<file path="src/rtl/rob_pkg.sv">
package rob_pkg;
  localparam int unsigned ROB_DEPTH_DEF   = 8;
  localparam int unsigned ROB_CAUSE_W_DEF = 4;
  localparam int unsigned ROB_PC_W_DEF    = 32;

  // Pointer update requested by the top for this cycle.
  typedef enum logic [1:0] {
    PTR_HOLD       = 2'd0,
    PTR_BRANCH_CUT = 2'd1,
    PTR_CLEAR_ALL  = 2'd2
  } ptr_cmd_e;
endpackage

</file>
<file path="src/rtl/rob_ptr_ctl.sv">
module rob_ptr_ctl
  import rob_pkg::*;
#(
  parameter int unsigned DEPTH = ROB_DEPTH_DEF,
  localparam int unsigned IDX_W = $clog2(DEPTH),
  localparam int unsigned TAG_W = IDX_W + 1
) (
  input  logic             clk,
  input  logic             rst_n,
  input  logic             alloc_fire,
  input  logic             retire_fire,
  input  ptr_cmd_e         cmd,
  input  logic [TAG_W-1:0] cut_tag,
  output logic [TAG_W-1:0] head_tag,
  output logic [TAG_W-1:0] tail_tag,
  output logic             full,
  output logic             empty
);
  localparam logic [TAG_W-1:0] ONE = TAG_W'(1);

  always_ff @(posedge clk or negedge rst_n) begin
    if (!rst_n) begin
      head_tag <= '0;
      tail_tag <= '0;
    end else if (cmd == PTR_CLEAR_ALL) begin
      head_tag <= '0;
      tail_tag <= '0;
    end else begin
      if (retire_fire) head_tag <= head_tag + ONE;
      if (cmd == PTR_BRANCH_CUT) tail_tag <= cut_tag + ONE;
      else if (alloc_fire)       tail_tag <= tail_tag + ONE;
    end
  end

  assign empty = (head_tag == tail_tag);
  assign full  = (head_tag[IDX_W-1:0] == tail_tag[IDX_W-1:0]) &&
                 (head_tag[IDX_W] != tail_tag[IDX_W]);
endmodule

</file>
<file path="src/rtl/rob_squash_mask.sv">
module rob_squash_mask
  import rob_pkg::*;
#(
  parameter int unsigned DEPTH = ROB_DEPTH_DEF,
  localparam int unsigned IDX_W = $clog2(DEPTH)
) (
  input  logic [IDX_W-1:0] head_idx,
  input  logic [IDX_W-1:0] br_idx,
  input  logic             cut_en,
  input  logic             clear_all,
  output logic [DEPTH-1:0] kill
);
  // Age of a slot is its distance from the head, modulo DEPTH.
  logic [IDX_W-1:0] br_age;
  assign br_age = br_idx - head_idx;

  for (genvar g = 0; g < DEPTH; g++) begin : g_age
    logic [IDX_W-1:0] slot_age;
    assign slot_age = IDX_W'(g) - head_idx;
    assign kill[g]  = clear_all | (cut_en & (slot_age > br_age));
  end
endmodule

</file>
<file path="src/rtl/rob_entry_bank.sv">
module rob_entry_bank
  import rob_pkg::*;
#(
  parameter int unsigned DEPTH   = ROB_DEPTH_DEF,
  parameter int unsigned CAUSE_W = ROB_CAUSE_W_DEF,
  parameter int unsigned PC_W    = ROB_PC_W_DEF,
  localparam int unsigned IDX_W  = $clog2(DEPTH)
) (
  input  logic               clk,
  input  logic               rst_n,
  input  logic               alloc_en,
  input  logic [IDX_W-1:0]   alloc_idx,
  input  logic               alloc_wrap,
  input  logic [PC_W-1:0]    alloc_pc,
  input  logic               wb_en,
  input  logic [IDX_W-1:0]   wb_idx,
  input  logic               wb_fault,
  input  logic [CAUSE_W-1:0] wb_cause,
  input  logic               retire_en,
  input  logic [IDX_W-1:0]   retire_idx,
  input  logic [DEPTH-1:0]   kill,
  input  logic [IDX_W-1:0]   rd_idx,
  output logic [DEPTH-1:0]   valid_o,
  output logic [DEPTH-1:0]   wrap_o,
  output logic               rd_done,
  output logic               rd_fault,
  output logic [CAUSE_W-1:0] rd_cause,
  output logic [PC_W-1:0]    rd_pc
);
  logic [DEPTH-1:0]   done_v;
  logic [DEPTH-1:0]   fault_v;
  logic [CAUSE_W-1:0] cause_a [DEPTH];
  logic [PC_W-1:0]    pc_a    [DEPTH];

  for (genvar g = 0; g < DEPTH; g++) begin : g_slot
    logic               v_q, w_q, d_q, f_q;
    logic [CAUSE_W-1:0] c_q;
    logic [PC_W-1:0]    p_q;
    logic               hit_alloc, hit_wb, hit_ret;

    assign hit_alloc = alloc_en  && (alloc_idx  == IDX_W'(g));
    assign hit_wb    = wb_en     && (wb_idx     == IDX_W'(g));
    assign hit_ret   = retire_en && (retire_idx == IDX_W'(g));

    always_ff @(posedge clk or negedge rst_n) begin
      if (!rst_n) begin
        v_q <= 1'b0;
        w_q <= 1'b0;
        d_q <= 1'b0;
        f_q <= 1'b0;
        c_q <= '0;
        p_q <= '0;
      end else if (kill[g] || hit_ret) begin
        v_q <= 1'b0;
      end else if (hit_alloc) begin
        v_q <= 1'b1;
        w_q <= alloc_wrap;
        d_q <= 1'b0;
        f_q <= 1'b0;
        c_q <= '0;
        p_q <= alloc_pc;
      end else if (hit_wb) begin
        d_q <= 1'b1;
        f_q <= wb_fault;
        c_q <= wb_cause;
      end
    end

    assign valid_o[g] = v_q;
    assign wrap_o[g]  = w_q;
    assign done_v[g]  = d_q;
    assign fault_v[g] = f_q;
    assign cause_a[g] = c_q;
    assign pc_a[g]    = p_q;
  end

  assign rd_done  = done_v[rd_idx];
  assign rd_fault = fault_v[rd_idx];
  assign rd_cause = cause_a[rd_idx];
  assign rd_pc    = pc_a[rd_idx];
endmodule

</file>
<file path="src/rtl/rob_precise.sv">
module rob_precise
  import rob_pkg::*;
#(
  parameter int unsigned DEPTH   = ROB_DEPTH_DEF,
  parameter int unsigned CAUSE_W = ROB_CAUSE_W_DEF,
  parameter int unsigned PC_W    = ROB_PC_W_DEF
) (
  input  logic                   clk,
  input  logic                   rst_n,
  input  logic                   disp_valid,
  output logic                   disp_ready,
  input  logic [PC_W-1:0]        disp_pc,
  output logic [$clog2(DEPTH):0] disp_tag,
  input  logic                   wb_valid,
  input  logic [$clog2(DEPTH):0] wb_tag,
  input  logic                   wb_fault,
  input  logic [CAUSE_W-1:0]     wb_cause,
  input  logic                   wb_mispredict,
  output logic                   ret_valid,
  input  logic                   ret_ready,
  output logic [$clog2(DEPTH):0] ret_tag,
  output logic [PC_W-1:0]        ret_pc,
  output logic                   ret_exc,
  output logic [CAUSE_W-1:0]     ret_cause,
  output logic                   flush_valid,
  output logic                   flush_all,
  output logic [$clog2(DEPTH):0] flush_tag
);
  localparam int unsigned IDX_W = $clog2(DEPTH);
  localparam int unsigned TAG_W = IDX_W + 1;

  logic [TAG_W-1:0]   head_tag, tail_tag;
  logic               full, empty;
  logic [DEPTH-1:0]   valid_v, wrap_v, kill;
  logic               rd_done, rd_fault;
  logic [CAUSE_W-1:0] rd_cause;
  logic [PC_W-1:0]    rd_pc;
  logic [IDX_W-1:0]   head_idx, wb_idx;
  logic               wb_live, cut, ret_fire, exc_take, disp_fire;
  ptr_cmd_e           cmd;

  assign head_idx = head_tag[IDX_W-1:0];
  assign wb_idx   = wb_tag[IDX_W-1:0];

  // A completion counts only if it names a slot that is held and in the same lap.
  assign wb_live   = wb_valid && valid_v[wb_idx] && (wrap_v[wb_idx] == wb_tag[IDX_W]);

  assign ret_valid = !empty && valid_v[head_idx] && rd_done;
  assign ret_fire  = ret_valid && ret_ready;
  assign exc_take  = ret_fire && rd_fault;
  assign cut       = wb_live && wb_mispredict && !exc_take;

  assign disp_ready = !full && !cut && !exc_take;
  assign disp_fire  = disp_valid && disp_ready;
  assign disp_tag   = tail_tag;

  assign cmd = exc_take ? PTR_CLEAR_ALL : (cut ? PTR_BRANCH_CUT : PTR_HOLD);

  rob_ptr_ctl #(.DEPTH(DEPTH)) u_ptr (
    .clk         (clk),
    .rst_n       (rst_n),
    .alloc_fire  (disp_fire),
    .retire_fire (ret_fire),
    .cmd         (cmd),
    .cut_tag     (wb_tag),
    .head_tag    (head_tag),
    .tail_tag    (tail_tag),
    .full        (full),
    .empty       (empty)
  );

  rob_squash_mask #(.DEPTH(DEPTH)) u_squash (
    .head_idx  (head_idx),
    .br_idx    (wb_idx),
    .cut_en    (cut),
    .clear_all (exc_take),
    .kill      (kill)
  );

  rob_entry_bank #(.DEPTH(DEPTH), .CAUSE_W(CAUSE_W), .PC_W(PC_W)) u_bank (
    .clk        (clk),
    .rst_n      (rst_n),
    .alloc_en   (disp_fire),
    .alloc_idx  (tail_tag[IDX_W-1:0]),
    .alloc_wrap (tail_tag[IDX_W]),
    .alloc_pc   (disp_pc),
    .wb_en      (wb_live),
    .wb_idx     (wb_idx),
    .wb_fault   (wb_fault),
    .wb_cause   (wb_cause),
    .retire_en  (ret_fire && !exc_take),
    .retire_idx (head_idx),
    .kill       (kill),
    .rd_idx     (head_idx),
    .valid_o    (valid_v),
    .wrap_o     (wrap_v),
    .rd_done    (rd_done),
    .rd_fault   (rd_fault),
    .rd_cause   (rd_cause),
    .rd_pc      (rd_pc)
  );

  assign ret_tag     = head_tag;
  assign ret_pc      = rd_pc;
  assign ret_exc     = rd_fault;
  assign ret_cause   = rd_cause;
  assign flush_valid = exc_take || cut;
  assign flush_all   = exc_take;
  assign flush_tag   = exc_take ? head_tag : wb_tag;
endmodule

</file>
<file path="config.mk">
export PLATFORM = sky130hd
export DESIGN_NAME = rob_precise
export DESIGN_NICKNAME = d
export VERILOG_FILES = /design/src/rtl/rob_pkg.sv /design/src/rtl/rob_ptr_ctl.sv /design/src/rtl/rob_squash_mask.sv /design/src/rtl/rob_entry_bank.sv /design/src/rtl/rob_precise.sv
export SDC_FILE = /design/constraint.sdc
export NUM_CORES = 1
export LEC_CHECK = 0
export BUFFER_PORTS_ARGS = -buffer_cell sky130_fd_sc_hd__buf_4
export CORE_MARGIN = 2
export CORE_UTILIZATION = 53
export DETAILED_ROUTE_END_ITERATION = 16
export HOLD_SLACK_MARGIN = 0.05
export PLACE_DENSITY = 0.74
export SLEW_MARGIN = 20
export SYNTH_ARGS = -nofsm -noshare
export SYNTH_HDL_FRONTEND = slang
export SYNTH_SLANG_ARGS = --single-unit
</file>
<file path="constraint.sdc">
create_clock -name clk -period 6.4 [get_ports clk]
set_input_delay 0.32 -clock clk [delete_from_list [all_inputs] [get_ports clk]]
set_output_delay 0.32 -clock clk [all_outputs]
set_load 0.02 [all_outputs]
</file>
* Word-level counts from Yosys, hierarchy flattened
Index checks and enable logic that the tools add are counted.
** Operators by class
- $add $sub $neg :: 12
- Magnitude comparators :: 11
- Eq/ne operators :: 27
- Multiplexer cells :: 88
- Bitwise gates (word level) :: 25
- Reduce and logical (&&, ||, !) cells :: 87
** Operator list (count)
- binary-select mux 32 bit (select 3 bit) :: 1
- 2-to-1 mux 4 bit :: 24
- 2-to-1 mux 32 bit :: 2
- 2-to-1 mux 1 bit :: 54
- logical AND 1 bit :: 37
- == test 3 bit, second input constant :: 12
- nonzero test 2 bit :: 17
- AND reduction 2 bit :: 16
- greater-than comparator 3 bit :: 8
- == test 3 x 2 -> 1 bit, second input constant :: 6
- binary-select mux 1 bit (select 3 bit) :: 5
- adder 4 x 1 -> 4 bit, second input constant :: 3
- binary-select mux 4 bit (select 3 bit) :: 1
- subtractor 3 bit, first input constant :: 4
- == test 3 x 1 -> 1 bit, second input constant :: 3
- logical NOT 3 bit :: 3
- logical OR 1 bit :: 9
- bitwise AND 1 bit :: 8
- less-than comparator 3 x 4 -> 1 bit, second input constant :: 2
- NOT 1 bit :: 8
- bitwise OR 1 bit :: 8
- subtractor 1 x 3 -> 3 bit, first input constant :: 2
- subtractor 2 x 3 -> 3 bit, first input constant :: 2
- == test 4 bit :: 1
- other kinds (11) :: 14
** Storage, ports and cells
- Flip-flop bits (word level) :: 328
- Output and inout bits :: 53
- Logic and storage cells :: 300

* Depth between registers and ports, before layout
Gate-level depths: netlist of run 1.
- Depth after elaboration :: 15
- Mapped depth :: 17
- Mapped depth without buffers :: 14

* By module
From an unflattened synthesis of run 1, not the netlist that was laid out.
** Unflattened totals
- Cells, all modules :: 1072
- Area total of the unflattened synthesis :: 16220.6 sq um
** Modules (own cells, without submodules)
- rob_entry_bank :: times used 1, cells each 906, area an instance 14740.4 sq um
- rob_ptr_ctl :: times used 1, cells each 59, area an instance 570.5 sq um
- rob_squash_mask :: times used 1, cells each 67, area an instance 526.8 sq um
- rob_precise :: times used 1, cells each 40, area an instance 382.9 sq um

* Worst setup path before layout of run 1
OpenSTA, ideal clock, no wires.
- Kind :: register -> register
- From :: register u_ptr.head_tag[1]
- To :: register u_bank.g_slot[6].p_q[10]
- Setup time :: 0.125 ns
- Arrival time :: 3.370 ns
- Data required time :: 6.275 ns
- Slack :: 2.905 ns
- Stages on the path, launching flop included :: 16
- Cells stage by stage :: dfrtp_1 > buf_2 > inv_1 > fa_1 > xor2_1 > xnor2_1 > inv_1 > ha_1 > inv_1 > o21bai_1 > o21ai_0 > o22a_1 > and2_4 > buf_8 > buf_12 > mux2_4
** Between the ends
- Word-level cells in the longest chain between the ends :: 14
- Elaborated cells on any way between the ends :: 33
- Classes of those cells :: add/sub (2); order compare (1); eq/ne (3); mux (6); bitwise (3); reduce/logical (18)
** RTL lines
- start, declared :: line rob_ptr_ctl.sv:14 : output logic [TAG_W-1:0] head_tag,
- start signal, assigned :: line rob_ptr_ctl.sv:29 : if (retire_fire) head_tag <= head_tag + ONE;
- parallel branches: the longest is 13 deep, another holds subtractor 3 bit
- AND reduction 2 bit (no line) *
- end signal, assigned :: line rob_entry_bank.sv:61 : p_q <= alloc_pc;
- end, declared :: line rob_entry_bank.sv:38 : logic [PC_W-1:0] p_q;
Mark *: on every way between the ends. The select of a mux whose other input is x is not followed.
A chain may end at the register's enable or synchronous reset.

* Worst setup path after layout of run 1
- From :: register u_ptr.head_tag[2]
- To :: register u_bank.g_slot[1].p_q[0]
** Between the ends
- Word-level cells in the longest chain between the ends :: 14
- Elaborated cells on any way between the ends :: 33
- Classes of those cells :: add/sub (2); order compare (1); eq/ne (3); mux (6); bitwise (3); reduce/logical (18)
** RTL lines (line)
- parallel branches: the longest is 13 deep, another holds subtractor 1 x 3 -> 3 bit
- AND reduction 2 bit (no line) *
- end signal, assigned :: rob_entry_bank.sv:61
- end, declared :: rob_entry_bank.sv:38
Marked as above.

==> results of run 1 <==
==> layout make-up <==
type | instances | share of cell area (%)
flip-flops and latches | 328 | 44.71
multi-input cells | 724 | 40.80
clock buffers | 58 | 6.025
repair buffers | 110 | 4.616
well taps | 396 | 2.696
clock inverters | 9 | 0.7080
inverters | 22 | 0.4493
==> timing repair <==
item,CTS,global route
hold endpoints to repair,110,0
buffers inserted,0,0
resized for setup,0,0
hold buffers,1,0
==> sequential cells by signal (all words and copies together), names as in the netlist <==
register	flops
u_bank.g_slot.c_q	32
u_bank.g_slot.d_q	8
u_bank.g_slot.f_q	8
u_bank.g_slot.p_q	256
u_bank.g_slot.v_q	8
u_bank.g_slot.w_q	8
u_ptr.head_tag	4
u_ptr.tail_tag	4
==> metal layers <==
| layer | up-vias | share of wire [%] | GRT usage [%] |
|---|---|---|---|
| met5 | - | 0 | 0 |
| met4 | 0 | 1.9 | 5.593 |
| met3 | 61 | 4.5 | 3.930 |
| met2 | 225 | 48 | 37.46 |
| met1 | 5263 | 45 | 32.83 |
| li1 | 4365 | - | - |
==> critical path, stage by stage, from the launching register on <==
cell and delay [ns]:
dfrtp_2 0.78, inv_2 0.58, a311o_1 0.52, a31oi_1 0.38, or3_1 0.58, o32a_1 0.29, and2_2 0.82, buf_4 0.39
mux2_2 0.36
==> per-stage QoR <==
step / cell area, µm² / worst slack (ns) / power [mW]
global placement: 17130 / 1.746 / 8.337
detailed placement: 17130 / 1.668 / 8.493
CTS: 18380 / 1.635 / 10.70
floorplan: 16360 / 2.905 / 7.149
finish: 18380 / 1.551 / 10.63
global route: 18380 / 1.308 / 11.28
==> cells in the mapped netlist (3+ instances only) <==
cell type  instances  area share [%]
buf_1             21            0.48
nand2_1          128             2.9
a32o_1            10            0.61
buf_2             10            0.31
inv_1             21            0.48
o21a_1             7            0.32
a22o_1            25             1.3
mux2_1            77             5.3
mux2_4            88             8.1
buf_4             11            0.50
or3_1              3            0.11
and2_1             8            0.31
mux4_2            75              10
xnor2_1           11            0.59
ha_1              18             1.4
a21oi_1           24            0.73
nor3_1             3           0.092
nand2b_1           3            0.11
nand3_1            8            0.24
o21ai_0           14            0.43
mux2_2           107             7.4
a31oi_1            3            0.11
mux2i_1            8            0.49
a21o_1             4            0.18
a211oi_1           5            0.23
clkbuf_1          12            0.28
o22a_1             4            0.21
and3b_1            5            0.27
nor3_2             3            0.18
dfrtp_1          328              50
nor2b_1            4            0.15
xor2_1             4            0.21
buf_6             23             1.6
nor2_1            29            0.67
nor4_1             6            0.23
buf_12             3            0.37
==> power breakdown <==
part	internal (mW)	total, mW	switching, mW
clock	1.31	2.15	0.836
combinational	2.49	4.66	2.16
sequential	3.11	3.83	0.721
total	6.91	10.6	3.72
==> placed cells by master, fill, tap and decap left out, types with 3 or more instances in the layout <==
cell type	instances
a21oi_1	24
and2_2	5
nand3_1	8
nand2_1	128
mux2_4	88
bufinv_16	3
clkinv_2	3
buf_4	107
dfrtp_1	325
a211oi_1	5
nor3_2	4
nor4_1	5
clkbuf_16	39
a21o_1	4
ha_1	18
mux2_2	107
o21a_1	7
a32o_1	10
nor2b_1	4
mux4_2	75
a31oi_1	3
and3b_1	5
nor2_1	29
or3_1	3
mux2_1	77
xnor2_1	11
nor4_2	3
nand2b_1	3
a22o_1	25
xor2_1	4
inv_1	20
clkbuf_1	13
mux2i_1	8
o22a_1	4
clkbuf_8	6
o21ai_0	14
==> cell families (layout without fill, tap and decap cells) <==
kind of cell             Yosys count  in the layout  synth area share [%]
AO/OA/AOI/OAI                    119            119                 5.629
XOR/XNOR                          15             15                0.8030
adder cells (fa/ha/maj)           20             20                 1.560
buffers and inverters            103            199                 4.115
flip-flops                       328            328                 50.17
multiplexers                     355            355                 31.56
AND/OR/NAND/NOR                  215            215                 6.164
==> worst min path at each step <==
stage	slack (ns)	endpoint
after global placement	0.45	u_bank.g_slot[5].c_q[1]$_DFFE_PN0P_
final	0.09	u_bank.g_slot[0].p_q[19]$_DFFE_PN0P_
after floorplan	0.02	u_bank.g_slot[0].c_q[0]$_DFFE_PN0P_
after detailed placement	0.45	u_bank.g_slot[5].c_q[1]$_DFFE_PN0P_
after CTS	0.07	u_bank.g_slot[7].p_q[23]$_DFFE_PN0P_
after global routing	0.08	u_bank.g_slot[0].p_q[16]$_DFFE_PN0P_
==> impl_results.md, run 1 <==
- Status: finished, final reports clean
- Beginning of the critical path: u_ptr.head_tag[2]$_DFFE_PN0P_
- R2R setup slack: between 1.5 and 2 ns
- PortBufs: 99
- Seq. cell area: between 8000 and 9000 µm²
- FF-to-FF path depth: 8
- Hold Path Stages: 2
- Final Hold Viols: 0
- Fin Hold WS: 0.09031 ns
- Die height: ~180 µm
- Clk root buf: clkbuf_16
- DR vias: 9914
- Area occupied by multi-input gates: 7498 µm²
- Router iterations before antenna repair: 5
- Yosys Warn Count: 0
- VDD IR-drop max: 0.2643 mV
- Vias in the first global route: between 10000 and 15000
- TritonCTS clock tree: done
- Peak Freq: a little over 0.2 GHz
- HP Start: disp_pc[19]
- Ys async rst share: 100.0%
- Layout cells sized above 1: between 30% and 40%
- Initial Util: a little over half
- Yosys cell types: between 60 and 70
- LEAKAGE: between 8 and 9 nW
- Mean routed wirelength per cell: between 20 and 25 µm
- Routed Wire Length: 36590 µm
- R2R Path Start: u_ptr.head_tag[2]$_DFFE_PN0P_
- DRC: 0
- Hold Path Class: primary input to flop
- DR iter-0 viols: 722
- Clock Skew: ~0.016 ns
- Final Util: between 60% and 70%
- Post-Synthesis Cells: about 1200
- Number of flops mapped to enable cells by yosys: 0
- End of the worst register-to-register path: u_bank.g_slot[1].p_q[0]$_DFFE_PN0P_
- CTS clk-pin slew, worst paths: around 0.060 ns
- Final period util: between 70% and 80%
- Max Cap Viol: 0
- Initial antenna violation count: 0
- DP HPWL: 22080 µm
- Largest net degree at the start of global routing: approximately 150
- Total gr overflow: 0
- CTS buffer count: 37
- TNS Setup: 0 ns
- Placed insts: 1579
- Antenna-violating nets left: 0
- Clk sinks: approximately 330
- Synthesized Nets: ~1200
- Ys flop type: dfrtp_1
- Core area: slightly above 30000 µm²
- Syn_area_per_cell: approximately 14 µm²
- I/O Pins: 100
- Seq/Total Area, Yosys: about half
- Power density over cell area: approximately 580 nW/µm²
- Critical Path AT: 5.25 ns
- GRT Total Usage: 23.09%
- Longest Clk Path Bufs: 3
- Final Instance Count excl. Fillers: about 1600
- Area Growth Syn to Fin: 12.34%
- H-Tree Level Count: 2
- RSZ-0062 raised after global routing: no
- RePlAce Congestion: around 0.85
- Worst Path Max Fanout: roughly 40
- ANT cells: 0
- Via density: 6.019
- Clock Latency Late Sink: about 0.52 ns
- Final min period: slightly below 5 ns
- Setup CP Type: flop to flop
- CP Launch Type: flop
- Die area: ~32000 µm²
- Rel. slew slack: approximately 30%
- First-pass GRT wire length: ~60000 µm
- CP Capture Type: flop
- Final setup violation count: 0
- Mapped Area: 16360 µm²
- Die Wd: between 150 and 200 µm
- Fillers: approximately 2300
- Register bit total from synthesis: 328
- Measured slew at the worst slew-check pin: 1.052 ns
- Slew Viols, Final: 0
- Cell Rows: 64
- Crit path required time: approximately 6.8 ns
- Setup crit end: u_bank.g_slot[1].p_q[0]$_DFFE_PN0P_
- Final-stage net count: approximately 1300
Note: power is estimated with default switching activity, not from simulation.
==> run 2: changes to the inputs <==
PLACE_DENSITY = 0.77   (was 0.74)
clock period = 4.41 ns   (was 6.4 ns; I/O delays follow)
==> run 2 against run 1 <==
- sequential power increased by 43%
- maximum frequency increased by 28%
- sequential cell count unchanged
- non-clock buffer count increased by 58
- largest power group unchanged
==> impl_results.md, run 2 (same netlist as run 1, synthesis figures left out) <==
- Status: finished, final reports clean
- Clk root buf: clkbuf_16
- Clock Skew: 0.01434 ns (-0.002034 ns)
- I/O Pins: 100 (unchanged)
- Hold Path Class: primary input to flop
- Final period util: 85.79% (+10 points)
- Setup CP Type: flop to flop
- Final setup violation count: 0 (unchanged)
- Final Hold Viols: 0 (unchanged)
- Number of flip-flops in the largest register: 256 (unchanged)
- Most frequent cells in the layout: dfrtp_1 (325), nand2_1 (128), buf_4 (119)
- Total power: 15.67 mW (+47%)
- Die Wd: 179.7 µm (unchanged)
- Worst Path Max Fanout: 25 (-39%)
- Final min period: 3.783 ns (-1.066 ns)
- TNS Setup: 0 ns (unchanged)
- H-Tree Level Count: 2 (unchanged)
- CTS clk-pin slew, worst paths: 0.06 ns (about the same)
- Measured slew at the worst slew-check pin: 1.022 ns (-0.03000 ns)
- Clock Latency Late Sink: 0.51 ns (about the same)
- Critical Path AT: 4.17 ns (-1.08 ns)
- CP Capture Type: flop
- Final setup margin: 0.6267 ns (-0.9244 ns)
- Cell Rows: 64 (unchanged)
- Power density over cell area: 821.3 nW/µm² (+42%)
- Peak Freq: 0.2643 GHz (+28%)
- RePlAce Congestion: 0.8979 (+6.2%)
- Antenna-violating nets left: 0 (unchanged)
- Largest net degree at the start of global routing: 123 (-16%)
- DR iter-0 viols: 741 (+2.6%)
- DRC: 0 (unchanged)
- Crit path required time: 4.79 ns (-2.01 ns)
- Area Growth Syn to Fin: 16.61%
- VDD IR-drop max: 0.4620 mV (+75%)
- GRT Total Usage: 23.75% (+0.65 points)
- CP Launch Type: flop
- CTS buffer count: 36 (-2.7%)
- First-pass GRT wire length: 61470 µm (+3.0%)
- Slew Viols, Final: 0 (unchanged)
- DR vias: 10140 (+2.3%)
- LEAKAGE: 8.407 nW (+4.0%)
- Fillers: 2207 (-4.8%)
- Router iterations before antenna repair: 5 (unchanged)
- Die height: 179.7 µm (unchanged)
- Core area: 30510 µm² (unchanged)
- Final Util: 62.53% (+2.3 points)
- Via density: 5.951 (-1.1%)
- Vias in the first global route: 10803 (+1.7%)
- Routed Wire Length: 37860 µm (+3.5%)
- Initial Util: 53.62% (unchanged)
- PortBufs: 99 (unchanged)
- Die area: 32290 µm² (unchanged)
- Fin Hold WS: 0.1578 ns (+0.06748 ns)
- Final-stage net count: 1346 (+4.4%)
- Max Cap Viol: 0 (unchanged)
- Initial antenna violation count: 0 (unchanged)
- Total gr overflow: 0 (unchanged)
- Clk sinks: 328 (unchanged)
- Largest regs: u_bank.g_slot.p_q: 256 flops, u_bank.g_slot.c_q: 32 flops
- Setup WS pre-CTS: 0.6696 ns (-0.9981 ns)
- Top reg by flops: u_bank.g_slot.p_q
- Longest Clk Path Bufs: 3 (unchanged)
- Rel. slew slack: 31.16% (+1.3 points)
- DP HPWL: 23100 µm (+4.6%)
- Commonest non-fill, non-tap cell in the layout: dfrtp_1
- TritonCTS clock tree: done
- Setup bufs post-CTS: 0 (unchanged)
- Layout cells sized above 1: 37.57% (+0.48 points)
- RSZ-0062 raised after global routing: no
- Mean routed wirelength per cell: 22.22 µm (about the same)
-- run 2: path summary, 6_finish.rpt --
kind,from,end,slack [ns],depth (start not counted)
setup / recovery,u_ptr.head_tag[0]$_DFFE_PN0P_,u_bank.g_slot[2].p_q[27]$_DFFE_PN0P_,0.63,12
hold / removal,wb_tag[2],u_ptr.tail_tag[2]$_DFFE_PN0P_,0.16,4
setup reg to reg,u_ptr.head_tag[0]$_DFFE_PN0P_,u_bank.g_slot[2].p_q[27]$_DFFE_PN0P_,0.63,12
hold reg to reg,u_bank.g_slot[5].p_q[27]$_DFFE_PN0P_,u_bank.g_slot[5].p_q[27]$_DFFE_PN0P_,0.49,1
max in group asynchronous,rst_n,u_bank.g_slot[7].w_q$_DFFE_PN0P_,2.82,3
min in group asynchronous,rst_n,u_bank.g_slot[5].c_q[2]$_DFFE_PN0P_,0.34,2
-- run 2: final cells by class --
class                           count  area (µm²)  share of cell area, %
Clock buffer                       56        1159                  6.073
Multi-Input combinational cell    724        7497                  39.30
Tap cell                          396       495.5                  2.597
Antenna cell                        1       2.502                0.01312
Sequential cell                   328        8217                  43.07
Clock inverter                      9       135.1                 0.7083
Timing Repair Buffer              168        1489                  7.805
Inverter                           22       82.58                 0.4329
-- run 2: critical path, cell delays in order, from the launching register on --
cell	delay, ns
dfrtp_4	0.61
ha_1	0.21
inv_1	0.07
fa_1	0.38
xor2_1	0.30
xnor2_1	0.18
inv_1	0.12
ha_1	0.32
o21ai_0	0.17
o22a_1	0.26
and2_2	0.39
buf_12	0.27
mux2_2	0.36
-- run 2: what timing repair did --
item	CTS	global route
hold buffers	38	0
hold endpoints to repair	405	0
resized for setup	0	0
-- run 2: per-stage QoR --
stage / area, µm² / instances
2_1_floorplan: 16360 / 1155
3_3_place_gp: 17400 / 1600
3_5_place_dp: 17400 / 1600
4_1_cts: 19070 / 1703
5_1_grt: 19070 / 1703
6_report: 19080 / 1704
-- run 2: report_power, final --
group / internal (mW) / switching (mW)
clock: 1.99 / 1.19
sequential: 4.51 / 0.950
combinational: 3.75 / 3.28
total: 10.2 / 5.42
-- run 2: per-layer routing --
metal	up-vias	share of wire, %	GRT usage [%]
met3	56	4.4	3.160
met1	5349	44	33.07
li1	4473	-	-
met2	262	50	39.95
met5	-	0	0
met4	0	1.7	5.724
